**src/rtl/mcc_pkg.sv**
```systemverilog
package mcc_pkg;
  localparam int OPC_W = 6;
  localparam int ST_W  = 4;

  typedef enum logic [ST_W-1:0] {
    ST_FETCH = 4'd0,
    ST_DEC   = 4'd1,
    ST_ADDR  = 4'd2,
    ST_LDRD  = 4'd3,
    ST_LDWB  = 4'd4,
    ST_STWR  = 4'd5,
    ST_REXE  = 4'd6,
    ST_RCMP  = 4'd7,
    ST_BEQ   = 4'd8,
    ST_JMP   = 4'd9
  } state_e;

  localparam logic [OPC_W-1:0] OPC_RTYPE = 6'b000000;
  localparam logic [OPC_W-1:0] OPC_JUMP  = 6'b000010;
  localparam logic [OPC_W-1:0] OPC_BEQ   = 6'b000100;
  localparam logic [OPC_W-1:0] OPC_LOAD  = 6'b100011;
  localparam logic [OPC_W-1:0] OPC_STORE = 6'b101011;

  typedef struct packed {
    logic       pc_wr;
    logic       pc_wr_cond;
    logic       addr_sel;
    logic       mem_rd;
    logic       mem_wr;
    logic       ir_wr;
    logic       wb_sel;
    logic [1:0] pc_src;
    logic [1:0] alu_op;
    logic [1:0] alu_b_sel;
    logic       alu_a_sel;
    logic       rf_wr;
    logic       dst_sel;
  } ctrl_t;
endpackage

```
**src/rtl/mcc_rst_sync.sv**
```systemverilog
module mcc_rst_sync #(
  parameter int STAGES = 2
) (
  input  logic clk,
  input  logic rst_n,
  output logic rst_n_sync
);
  generate
    if (STAGES < 2) begin : g_single
      logic q;
      always_ff @(posedge clk or negedge rst_n) begin
        if (!rst_n) q <= 1'b0;
        else        q <= 1'b1;
      end
      assign rst_n_sync = q;
    end else begin : g_chain
      logic [STAGES-1:0] q;
      always_ff @(posedge clk or negedge rst_n) begin
        if (!rst_n) q <= '0;
        else        q <= {q[STAGES-2:0], 1'b1};
      end
      assign rst_n_sync = q[STAGES-1];
    end
  endgenerate
endmodule

```
**src/rtl/mcc_next_state.sv**
```systemverilog
module mcc_next_state
  import mcc_pkg::*;
(
  input  state_e           cur,
  input  logic [OPC_W-1:0] opcode,
  output state_e           nxt,
  output logic             bad_op
);
  always_comb begin
    nxt    = ST_FETCH;
    bad_op = 1'b0;
    unique case (cur)
      ST_FETCH: nxt = ST_DEC;
      ST_DEC: begin
        unique case (opcode)
          OPC_RTYPE:           nxt = ST_REXE;
          OPC_JUMP:            nxt = ST_JMP;
          OPC_BEQ:             nxt = ST_BEQ;
          OPC_LOAD, OPC_STORE: nxt = ST_ADDR;
          default: begin
            nxt    = ST_FETCH;
            bad_op = 1'b1;
          end
        endcase
      end
      ST_ADDR: nxt = (opcode == OPC_STORE) ? ST_STWR : ST_LDRD;
      ST_LDRD: nxt = ST_LDWB;
      ST_REXE: nxt = ST_RCMP;
      default: nxt = ST_FETCH;
    endcase
  end
endmodule

```
**src/rtl/mcc_out_decode.sv**
```systemverilog
module mcc_out_decode
  import mcc_pkg::*;
(
  input  state_e cur,
  output ctrl_t  ctl
);
  always_comb begin
    ctl = '0;
    unique case (cur)
      ST_FETCH: begin
        ctl.mem_rd    = 1'b1;
        ctl.ir_wr     = 1'b1;
        ctl.pc_wr     = 1'b1;
        ctl.alu_b_sel = 2'b01;
      end
      ST_DEC:  ctl.alu_b_sel = 2'b11;
      ST_ADDR: begin
        ctl.alu_a_sel = 1'b1;
        ctl.alu_b_sel = 2'b10;
      end
      ST_LDRD: begin
        ctl.mem_rd   = 1'b1;
        ctl.addr_sel = 1'b1;
      end
      ST_LDWB: begin
        ctl.rf_wr  = 1'b1;
        ctl.wb_sel = 1'b1;
      end
      ST_STWR: begin
        ctl.mem_wr   = 1'b1;
        ctl.addr_sel = 1'b1;
      end
      ST_REXE: begin
        ctl.alu_a_sel = 1'b1;
        ctl.alu_op    = 2'b10;
      end
      ST_RCMP: begin
        ctl.rf_wr   = 1'b1;
        ctl.dst_sel = 1'b1;
      end
      ST_BEQ: begin
        ctl.alu_a_sel  = 1'b1;
        ctl.alu_op     = 2'b01;
        ctl.pc_src     = 2'b01;
        ctl.pc_wr_cond = 1'b1;
      end
      ST_JMP: begin
        ctl.pc_src = 2'b10;
        ctl.pc_wr  = 1'b1;
      end
      default: ctl = '0;
    endcase
  end
endmodule

```
**src/rtl/mcc_ctrl_top.sv**
```systemverilog
module mcc_ctrl_top
  import mcc_pkg::*;
#(
  parameter int SYNC_STAGES = 2
) (
  input  logic             clk,
  input  logic             rst_n,
  input  logic [OPC_W-1:0] opcode,
  output logic             pc_wr,
  output logic             pc_wr_cond,
  output logic             addr_sel,
  output logic             mem_rd,
  output logic             mem_wr,
  output logic             ir_wr,
  output logic             wb_sel,
  output logic [1:0]       pc_src,
  output logic [1:0]       alu_op,
  output logic [1:0]       alu_b_sel,
  output logic             alu_a_sel,
  output logic             rf_wr,
  output logic             dst_sel,
  output logic             illegal_op
);
  logic   rst_n_s;
  state_e state_q, state_d;
  logic   bad_op;
  logic   illegal_q;
  ctrl_t  ctl;

  mcc_rst_sync #(.STAGES(SYNC_STAGES)) u_rst_sync (
    .clk        (clk),
    .rst_n      (rst_n),
    .rst_n_sync (rst_n_s)
  );

  mcc_next_state u_next (
    .cur    (state_q),
    .opcode (opcode),
    .nxt    (state_d),
    .bad_op (bad_op)
  );

  always_ff @(posedge clk or negedge rst_n_s) begin
    if (!rst_n_s) begin
      state_q   <= ST_FETCH;
      illegal_q <= 1'b0;
    end else begin
      state_q   <= state_d;
      illegal_q <= bad_op;
    end
  end

  mcc_out_decode u_out (
    .cur (state_q),
    .ctl (ctl)
  );

  assign pc_wr      = ctl.pc_wr;
  assign pc_wr_cond = ctl.pc_wr_cond;
  assign addr_sel   = ctl.addr_sel;
  assign mem_rd     = ctl.mem_rd;
  assign mem_wr     = ctl.mem_wr;
  assign ir_wr      = ctl.ir_wr;
  assign wb_sel     = ctl.wb_sel;
  assign pc_src     = ctl.pc_src;
  assign alu_op     = ctl.alu_op;
  assign alu_b_sel  = ctl.alu_b_sel;
  assign alu_a_sel  = ctl.alu_a_sel;
  assign rf_wr      = ctl.rf_wr;
  assign dst_sel    = ctl.dst_sel;
  assign illegal_op = illegal_q;

  AST_RESET_FETCH: assert property (@(posedge clk) !rst_n_s |-> (ir_wr && !illegal_op))
    else $error("reset state is not fetch");
  AST_FETCH_TO_DECODE: assert property (@(posedge clk) disable iff (!rst_n_s)
    (state_q == ST_FETCH) |=> (state_q == ST_DEC))
    else $error("fetch not followed by decode");
  AST_DECODE_NO_WRITE: assert property (@(posedge clk) disable iff (!rst_n_s)
    (alu_b_sel == 2'b11) |-> !(pc_wr || pc_wr_cond || mem_wr || rf_wr || ir_wr))
    else $error("write strobe during decode");
  AST_LOAD_CHAIN: assert property (@(posedge clk) disable iff (!rst_n_s)
    (state_q == ST_LDRD) |=> (rf_wr && wb_sel))
    else $error("load read not followed by write-back");
  AST_RTYPE_CHAIN: assert property (@(posedge clk) disable iff (!rst_n_s)
    (state_q == ST_REXE) |=> (rf_wr && dst_sel))
    else $error("R-type execute not followed by completion");
  AST_SINGLE_WRITER: assert property (@(posedge clk) disable iff (!rst_n_s)
    $countones({mem_wr, rf_wr, ir_wr, pc_wr_cond}) <= 1)
    else $error("more than one storage strobe");
  AST_ILLEGAL_IN_FETCH: assert property (@(posedge clk) disable iff (!rst_n_s)
    illegal_op |-> (state_q == ST_FETCH && $past(state_q) == ST_DEC))
    else $error("illegal flag outside the fetch after decode");
  AST_ILLEGAL_PULSE: assert property (@(posedge clk) disable iff (!rst_n_s)
    illegal_op |=> !illegal_op)
    else $error("illegal flag longer than one cycle");
endmodule

```
**config.mk**
```make
export PLATFORM = sky130hd
export DESIGN_NAME = mcc_ctrl_top
export DESIGN_NICKNAME = d
export VERILOG_FILES = /design/src/rtl/mcc_pkg.sv /design/src/rtl/mcc_rst_sync.sv /design/src/rtl/mcc_next_state.sv /design/src/rtl/mcc_out_decode.sv /design/src/rtl/mcc_ctrl_top.sv
export SDC_FILE = /design/constraint.sdc
export NUM_CORES = 1
export LEC_CHECK = 0
export BUFFER_PORTS_ARGS = -buffer_cell sky130_fd_sc_hd__buf_2
export CAP_MARGIN = 20
export CORE_AREA = 2 2 39 41
export CTS_CLUSTER_SIZE = 28
export DETAILED_ROUTE_END_ITERATION = 7
export DIE_AREA = 0 0 41 43
export PLACE_DENSITY = 0.7
export SLEW_MARGIN = 20
export SYNTH_ARGS = -nofsm -noshare
export SYNTH_HDL_FRONTEND = slang
export SYNTH_SLANG_ARGS = --single-unit
```
**constraint.sdc**
```tcl
create_clock -name clk -period 1.8 [get_ports clk]
set_input_delay 0.09 -clock clk [delete_from_list [all_inputs] [get_ports clk]]
set_output_delay 0.09 -clock clk [all_outputs]
set_load 0.005 [all_outputs]
```
==> results of run 1 <==
==> report_power, final <==
part | switching, µW | internal, µW | total (µW) | leakage [µW]
clock | 64.6 | 81.5 | 146 | 0.0000177
sequential | 65.9 | 187 | 252 | 0.0000887
combinational | 137 | 139 | 276 | 0.000205
==> worst max-delay path by stage <==
stage / to / start / slack, ns / cells past startpoint
final: alu_b_sel[1] / state_q[0] / 0.24 / 3
after global routing: alu_b_sel[1] / state_q[0] / 0.13 / 3
after CTS: alu_b_sel[1] / state_q[0] / 0.26 / 3
after detailed placement: illegal_op / state_q[0] / 0.34 / 3
after global placement: illegal_op / state_q[0] / 0.45 / 3
after floorplan: state_q[0] / state_q[1] / 0.57 / 3
==> cell families (layout without fill, tap and decap cells) <==
| logic type | count (synthesis) | in the layout | share of synthesized area (%) |
|---|---|---|---|
| AO/OA/AOI/OAI | 11 | 11 | 17.8 |
| buffers and inverters | 8 | 32 | 6.87 |
| AND/OR/NAND/NOR | 32 | 32 | 35.4 |
| flip-flops | 7 | 7 | 35.6 |
| XOR/XNOR | 2 | 2 | 3.56 |
| other | 1 | 1 | 0.763 |
==> state kept, by name, summed over array words and instances, names as in the netlist <==
| name | count |
|---|---|
| u_rst_sync.g_chain.q | 2 |
| state_q | 4 |
| illegal_op | 1 |
==> timing repair <==
action | 4_1_cts | 5_1_grt
gates resized for setup | 0 | 0
hold buffers | 1 | 0
setup endpoints to repair | 0 | 0
endpoints found under the hold margin | 2 | 0
==> routing by layer <==
metal  track usage [%]  part of all wire, %  vias to the layer above
li1                  -                    -                      269
met1              21.2                   41                      253
met2              24.4                   49                       29
met3              1.57                  8.9                        2
met4              14.0                  1.5                        0
met5                 0                    0                        -
==> through the flow <==
stage	worst slack (ns)	instance area, µm²	power (µW)	cells
final	0.243	647	674	101
after global routing	0.132	647	733	101
after CTS	0.259	647	678	101
after detailed placement	0.344	609	526	96
after global placement	0.449	609	516	96
after floorplan	0.573	492	414	61
==> cell type report <==
type	count	area (µm²)	share of cell area (%)
clock inverter	1	5.00	0.774
tap	16	20.0	3.09
clock buffer	3	22.5	3.48
inverter	3	11.3	1.74
sequential	7	175	27.1
multi-input combinational	46	283	43.7
timing repair buffer	25	130	20.1
==> worst reg2reg max path, cell delays in order, from the launching register on <==
cell	delay, ns
sky130_fd_sc_hd__dfrtp_1	0.59
sky130_fd_sc_hd__nand2b_1	0.23
sky130_fd_sc_hd__or3_1	0.38
sky130_fd_sc_hd__a211oi_1	0.20
==> cells in the final DEF (no fill, tap or decap), drive strengths merged <==
| master | count |
|---|---|
| nor4 | 2 |
| or3b | 2 |
| a221oi | 1 |
| xnor2 | 2 |
| clkinv | 1 |
| clkbuf | 3 |
| nor2 | 7 |
| nor4b | 1 |
| a211oi | 3 |
| a22o | 1 |
| o21ai | 1 |
| a41oi | 1 |
| conb | 1 |
| dfrtp | 7 |
| a311oi | 1 |
| dlygate4sd3 | 1 |
| a31o | 1 |
| nand2 | 2 |
| and3 | 1 |
| a21oi | 2 |
| nor3 | 9 |
| or3 | 3 |
| nor2b | 2 |
| inv | 3 |
| buf | 24 |
| nand2b | 3 |
==> reports/results.ini, run 1 <==
[status]
run_status=finished clean

[setup_path]
timing.setup.critical_path_class=reg -> out
cpLargestDelayFamily=flip-flops
regToRegEndpoint=illegal_op
cp_data_required_time_ns=1.71
crit_path_end_kind=primary output
crit_path_start_kind=flop
worst_ep_arrival_time_ns=1.47
reg2reg_from=state_q[0]
slowest_stage=sky130_fd_sc_hd__dfrtp_1
rrSetupSlack_ns=0.30
cp_num_buf_inv=1
critical_path.max_fanout=13
max_stage_delay_on_crit_path_ns=0.59
path_cells=nand2b_1, a211oi_1, buf_2
r2r_cells=3

[die]
floorplan.initialDensity_pct=35.5
die-height_um=43
dieWidth_um=41
floorplan.die_area_mm2=0.00176
core_mm2=0.00138
row_count=14
floorplan.io_pins=25

[sta]
finalMaxSlewViolations=0
finalHoldViolations=0
fmax_mhz=642
setup_repair_after_global_routing_missed_its_margin=no
setup_viol=0
min_period_over_period_pct=86.5
holdWs_ns=0.0758
setup-tns-final_ns=0
final.min_clock_period_ns=1.56
clock_skew_ns=0.000191

[synth]
yosysSeqAreaShare_pct=35.6
yosys.cell_count.top_type=sky130_fd_sc_hd__nor3_1
syn_nets=69
synth_edf_count=0
ys_flop_type=sky130_fd_sc_hd__dfrtp_1
netlist.area_leader.share_pct=35.6
synthesis.instances=61
ys_types=25
cell_type_contributing_the_most_total_cell_area_after_synthesis=sky130_fd_sc_hd__dfrtp_1
ys_top_cells_by_count=sky130_fd_sc_hd__nor3_1, sky130_fd_sc_hd__dfrtp_1, sky130_fd_sc_hd__nor2_1
syn_area_um2=492
postSynthAreaPerCell_um2=8.06
synthArstFlopShare_pct=100
synth-warning-count=0
netlist_top_cells_area=sky130_fd_sc_hd__dfrtp_1, sky130_fd_sc_hd__nor3_1, sky130_fd_sc_hd__nor2_1, sky130_fd_sc_hd__a211oi_1, sky130_fd_sc_hd__nand2b_1
postSynthRegisterBits=7

[layout]
layout.filler_cells=142
utilization_pct=46.7
final_layout_size_suffix_gt1_share_pct=35.3
num_antenna_cells=0
final_nets=94
area_growth_pct=31.6

[cts]
cts_setup_buffers=0
clk_latency_worst_skew_pair_ns=0.25
clk_pin_slew_worst_setup_hold_paths_ns=0.06
root_buffer=sky130_fd_sc_hd__clkbuf_4
cts_htree_levels=1
clockBufferDepth=2
tritoncts=built
cts_buffers=3
clock_sinks=7

[place]
io_buffer_count=24
dp.final_hpwl_um=935
gp_routability_congestion=0.789

[global_routing]
grt_antenna_before_repair=0
grt_start_max_net_pins=16
grt_util_overall_pct=16.8
grt_first_pass_wirelength_um=1960
globalRoute.totalOverflow=0
first_global_vias=454

[route]
routed-via-count=553
drtPass1Iterations=4
via_per_inst=5.48
postRouteWirelength_um=1260
avg_wl_per_cell_um=12.5
drt.antenna.violating_nets=0
initialDrtViolationCount=15
drt_drc_violations_left=0

[power]
total_leakage_power_uw=0.000311
power_density_mw_per_mm2=1040
worst_ir_drop_vdd_v=0.000428

[flow_run]
maxCapViolCount=0

[hold_path]
worst_hold_path_type=reg -> async

(Power assumes the default switching activity.)
==> inputs of run 2 (changes only) <==
--- a/config.mk
+++ b/config.mk
@@ -5,10 +5,10 @@
 export SDC_FILE = /design/constraint.sdc
 export NUM_CORES = 1
 export LEC_CHECK = 0
-export BUFFER_PORTS_ARGS = -buffer_cell sky130_fd_sc_hd__buf_2
+export BUFFER_PORTS_ARGS = -buffer_cell sky130_fd_sc_hd__buf_4
 export CAP_MARGIN = 20
 export CORE_AREA = 2 2 39 41
-export CTS_CLUSTER_SIZE = 28
+export CTS_CLUSTER_SIZE = 14
 export DETAILED_ROUTE_END_ITERATION = 7
 export DIE_AREA = 0 0 41 43
 export PLACE_DENSITY = 0.7
==> run 2 against run 1 <==
  * Worst hold slack got worse by 0.0081 ns
  * Maximum frequency shrank 2.8%
  * Sequential share of layout area fell by 2.3 points
  * Sequential cell count unchanged
  * Clock skew rose by 0.0033 ns
  * Global-route usage shrank 0.78 points
  * Critical path type unchanged
  * Largest cell class unchanged
  * Largest power group unchanged
==> reports/results.ini, run 2 (synthesis gave the netlist of run 1 again) <==
[status]
run_status=finished clean

[sta]
setup_viol=0  ; unchanged
min_period_over_period_pct=89.0  ; +2.5 points
setup_repair_after_global_routing_missed_its_margin=no
finalMaxSlewViolations=0  ; unchanged
finalHoldViolations=0  ; unchanged
final.min_clock_period_ns=1.60  ; +0.0443 ns
holdWs_ns=0.0677  ; -0.00806 ns
fmax_mhz=624  ; -2.8%
clock_skew_ns=0.00350  ; +0.00331 ns
setup-tns-final_ns=0  ; unchanged

[die]
core_mm2=0.00138  ; unchanged
row_count=14  ; unchanged
floorplan.die_area_mm2=0.00176  ; unchanged
dieWidth_um=41  ; unchanged
floorplan.initialDensity_pct=35.5  ; unchanged
die-height_um=43  ; unchanged
floorplan.io_pins=25  ; unchanged

[cts]
cts_buffers=3  ; unchanged
root_buffer=sky130_fd_sc_hd__clkbuf_4
clock_sinks=7  ; unchanged
holdBufCountCts=1  ; unchanged
cts_setup_buffers=0  ; unchanged
cts_htree_levels=1  ; unchanged
tritoncts=built
clockBufferDepth=2  ; unchanged
post_cts_resize_count=0  ; unchanged
clk_pin_slew_worst_setup_hold_paths_ns=0.05  ; about the same
clk_latency_worst_skew_pair_ns=0.26  ; about the same

[global_routing]
grt_start_max_net_pins=16  ; unchanged
grt_util_overall_pct=16.0  ; -0.78 points
grt_antenna_before_repair=0  ; unchanged
first_global_vias=453  ; -0.22%
grt_first_pass_wirelength_um=1930  ; -1.7%
globalRoute.totalOverflow=0  ; unchanged

[route]
avg_wl_per_cell_um=11.2  ; -10%
drtPass1Iterations=2  ; -2
postRouteWirelength_um=1130  ; -10%
drt.antenna.violating_nets=0  ; unchanged
initialDrtViolationCount=4  ; -11
via_per_inst=5.21  ; -4.9%
routed-via-count=526  ; -4.9%
drt_drc_violations_left=0  ; unchanged

[setup_path]
worst_ep_arrival_time_ns=1.51  ; +0.04 ns
regToRegEndpoint=illegal_op
crit_path_start_kind=flop
cp_data_required_time_ns=1.71  ; about the same
r2r_cells=3  ; unchanged
critical_path.max_fanout=12  ; -1
crit_path_end_kind=primary output
timing.setup.critical_path_class=reg -> out
rrSetupSlack_ns=0.36  ; +0.06 ns
reg2reg_from=state_q[0]

[layout]
num_antenna_cells=0  ; unchanged
final_layout_size_suffix_gt1_share_pct=34.1  ; -1.2 points
final_common_cell=sky130_fd_sc_hd__buf_4
max_flop_register=state_q
largest_register_ff_count=4  ; unchanged
highest_count_cells_in_the_layout_ignoring_fill_and_taps=sky130_fd_sc_hd__buf_4, sky130_fd_sc_hd__nor3_1, sky130_fd_sc_hd__nor2_1, sky130_fd_sc_hd__dfrtp_1
area_growth_pct=43.5
final_nets=94  ; unchanged

[place]
io_buffer_count=24  ; unchanged
dp.final_hpwl_um=863  ; -7.7%
gp_routability_congestion=0.802  ; +1.7%

[power]
finalPower_uw=717  ; +6.3%
power_density_mw_per_mm2=1020  ; -2.6%
total_leakage_power_uw=0.000319  ; +2.5%
worst_ir_drop_vdd_v=0.000507  ; +18%

[flow_run]
maxCapViolCount=0  ; unchanged

[hold_path]
worst_hold_path_type=reg -> async

run 2: layer usage:
metal	global-route usage (%)	up-vias	wire length, µm
met1	21.3	240	529
met3	4.71	2	58
met5	0	-	0
li1	-	267	-
met4	8.00	0	23
met2	22.8	17	523
run 2: worst max-delay path, cell delays in order, from the launching register on:
cell                       delay (ns)
sky130_fd_sc_hd__dfrtp_1         0.55
sky130_fd_sc_hd__nand2b_1        0.27
sky130_fd_sc_hd__nand2_1         0.10
sky130_fd_sc_hd__nor3_1          0.18
sky130_fd_sc_hd__buf_4           0.15
run 2: metrics by stage:
step                      setup slack [ns]  util, %  cell area, µm²  std cells
final                                0.198     51.0             706        101
after global placement               0.453     48.4             669         96
after global routing                0.0574     51.0             706        101
after floorplan                      0.573        -             492         61
after detailed placement             0.400     48.4             669         96
after CTS                            0.212     51.0             706        101
run 2: worst max path at each step:
stage	from	end	slack (ns)	cells after the start
6_report	state_q[1]	mem_rd	0.20	4
5_1_grt	state_q[1]	mem_rd	0.06	4
4_1_cts	state_q[1]	mem_rd	0.21	4
3_5_place_dp	state_q[0]	illegal_op	0.40	3
3_3_place_gp	state_q[0]	illegal_op	0.45	3
2_1_floorplan	state_q[1]	state_q[0]	0.57	3
run 2: power by group:
group | switching (µW) | internal, µW
Combinational | 135 | 184
Sequential | 64.7 | 187
Clock | 60.7 | 84.8
Total | 261 | 456
run 2: layout make-up:
type | instances | area [µm²]
Timing Repair Buffer | 25 | 190
Tap cell | 16 | 20.0
Multi-Input combinational cell | 46 | 283
Inverter | 3 | 11.3
Sequential cell | 7 | 175
Clock buffer | 4 | 26.3
Fill cell | 144 | 678
==> inputs of run 3 (changes only) <==
--- a/config.mk
+++ b/config.mk
@@ -12,6 +12,7 @@
 export DETAILED_ROUTE_END_ITERATION = 7
 export DIE_AREA = 0 0 41 43
 export PLACE_DENSITY = 0.7
+export REMOVE_ABC_BUFFERS = 1
 export SLEW_MARGIN = 20
 export SYNTH_ARGS = -nofsm -noshare
 export SYNTH_HDL_FRONTEND = slang
==> run 3 against run 2 <==
  * Clock power decreased by 7%
  * Sequential cell count is the same
  * Total power fell by 2.1%
  * Final cell count stayed put
  * Non-clock buffer count unchanged
  * Largest cell class unchanged
==> reports/results.ini, run 3 (synthesis gave the netlist of run 1 again) <==
[status]
run_status=finished clean

[place]
gp_routability_congestion=0.804  ; +0.29%
io_buffer_count=24  ; unchanged
dp.final_hpwl_um=828  ; -4.1%
dp_cells=96  ; unchanged

[global_routing]
grt_start_max_net_pins=16  ; unchanged
grt_first_pass_wirelength_um=1770  ; -8.3%
grt_antenna_before_repair=0  ; unchanged
first_global_vias=435  ; -4.0%
globalRoute.totalOverflow=0  ; unchanged
grt_util_overall_pct=14.7  ; -1.3 points

[layout]
largest_register_ff_count=4  ; unchanged
highest_count_cells_in_the_layout_ignoring_fill_and_taps=sky130_fd_sc_hd__buf_4, sky130_fd_sc_hd__nor3_1, sky130_fd_sc_hd__nor2_1, sky130_fd_sc_hd__dfrtp_1
final_nets=94  ; unchanged
area_growth_pct=43.5  ; unchanged
final_common_cell=sky130_fd_sc_hd__buf_4
utilization_pct=51.0  ; unchanged
num_antenna_cells=0  ; unchanged
final_layout_size_suffix_gt1_share_pct=34.1  ; unchanged
max_flop_register=state_q
number_of_standard_cells_in_the_final_layout_excluding_fillers=101  ; unchanged
layout.filler_cells=131  ; -9.0%

[route]
postRouteWirelength_um=1050  ; -7.3%
via_per_inst=5.18  ; -0.57%
initialDrtViolationCount=9  ; +5
drt_drc_violations_left=0  ; unchanged
avg_wl_per_cell_um=10.4  ; -7.3%
drt.antenna.violating_nets=0  ; unchanged
drtPass1Iterations=2  ; unchanged
routed-via-count=523  ; -0.57%

[cts]
clock_sinks=7  ; unchanged
post_cts_resize_count=0  ; unchanged
cts_buffers=3  ; unchanged
cts_setup_buffers=0  ; unchanged
root_buffer=sky130_fd_sc_hd__clkbuf_4
cts_htree_levels=1  ; unchanged
tritoncts=built
clk_pin_slew_worst_setup_hold_paths_ns=0.05  ; about the same
clockBufferDepth=2  ; unchanged
clk_latency_worst_skew_pair_ns=0.24  ; -0.02 ns

[die]
floorplan.io_pins=25  ; unchanged
row_count=14  ; unchanged
dieWidth_um=41  ; unchanged
floorplan.die_area_mm2=0.00176  ; unchanged
core_mm2=0.00138  ; unchanged
floorplan.initialDensity_pct=35.5  ; unchanged
die-height_um=43  ; unchanged

[setup_path]
max_stage_delay_on_crit_path_ns=0.57  ; +0.02 ns
slowest_stage=sky130_fd_sc_hd__dfrtp_1
worst_ep_arrival_time_ns=1.45  ; -0.06 ns
rrSetupSlack_ns=0.39  ; +0.03 ns
path_cells=nand2b_1, a211oi_1, buf_4
crit_path_end_kind=primary output
critical_path.max_fanout=13  ; +1
cp_data_required_time_ns=1.71  ; about the same
crit_path_start_kind=flop
timing.setup.critical_path_class=reg -> out

[sta]
setup_repair_after_global_routing_missed_its_margin=no
fmax_mhz=650  ; +4.2%
finalMaxSlewViolations=0  ; unchanged
finalHoldViolations=0  ; unchanged
min_period_over_period_pct=85.4  ; -3.6 points
setup-tns-final_ns=0  ; unchanged
clock_skew_ns=0.00265  ; -0.000846 ns
final.min_clock_period_ns=1.54  ; -0.0641 ns
holdWs_ns=0.0660  ; -0.00168 ns
setup_viol=0  ; unchanged

[hold_path]
worst_hold_path_type=reg -> async

[power]
worst_ir_drop_vdd_v=0.000319  ; -37%
total_leakage_power_uw=0.000319  ; unchanged
power_density_mw_per_mm2=994  ; -2.1%

[flow_run]
maxCapViolCount=0  ; unchanged

==> run 3: per-layer routing <==
layer / up-vias / part of all wire (%) / track usage, %
met5: - / 0 / 0
met4: 0 / 0 / 10.0
met3: 0 / 3.4 / 3.14
met2: 8 / 53 / 20.0
met1: 244 / 44 / 19.9
li1: 271 / - / -
==> run 3: area by class of cell <==
cell class / instances / area (µm²) / share of cell area (%)
tap: 16 / 20.0 / 2.84
clock buffer: 4 / 26.3 / 3.72
inverter: 3 / 11.3 / 1.60
multi-input combinational: 46 / 283 / 40.1
timing repair buffer: 25 / 190 / 27.0
sequential: 7 / 175 / 24.8
==> run 3: what timing repair did <==
item / in CTS / in global routing
hold endpoints to repair: 2 / 0
endpoints found under the setup margin: 0 / 0
hold buffers: 1 / 0
==> run 3: power breakdown <==
| part | total, µW | switching (µW) | internal (µW) |
|---|---|---|---|
| logic | 317 | 133 | 184 |
| clock network | 135 | 51.2 | 84.2 |
| registers | 249 | 62.1 | 187 |
| total | 701 | 246 | 455 |
==> run 3: worst max-delay path, delay by kind of cell, from the launching register on <==
kind,cells,cell delay [ns]
DFF,1,0.57
AOI/OAI and AO/OA,1,0.27
and+or+nand+nor,1,0.22
buffers and inverters,1,0.15
==> run 3: path summary, 6_finish.rpt <==
| kind | from | end | cells past startpoint |
|---|---|---|---|
| worst min register to register | u_rst_sync.g_chain.q[1] | state_q[3] | 0 |
| worst min-delay path | u_rst_sync.g_chain.q[1] | state_q[3] | 0 |
| worst max-delay path | state_q[0] | alu_b_sel[1] | 3 |
| min in group clk | opcode[4] | state_q[3] | 3 |
| worst max register to register | state_q[0] | illegal_op | 3 |
| max in group asynchronous | rst_n | u_rst_sync.g_chain.q[1] | 2 |
==> run 3: through the flow <==
step                total power (µW)  setup slack [ns]  area [µm²]
floorplan                        403             0.530         469
detailed placement               570             0.403         669
CTS                              708             0.266         706
global placement                 564             0.443         669
global route                     766             0.123         706
finish                           701             0.262         706
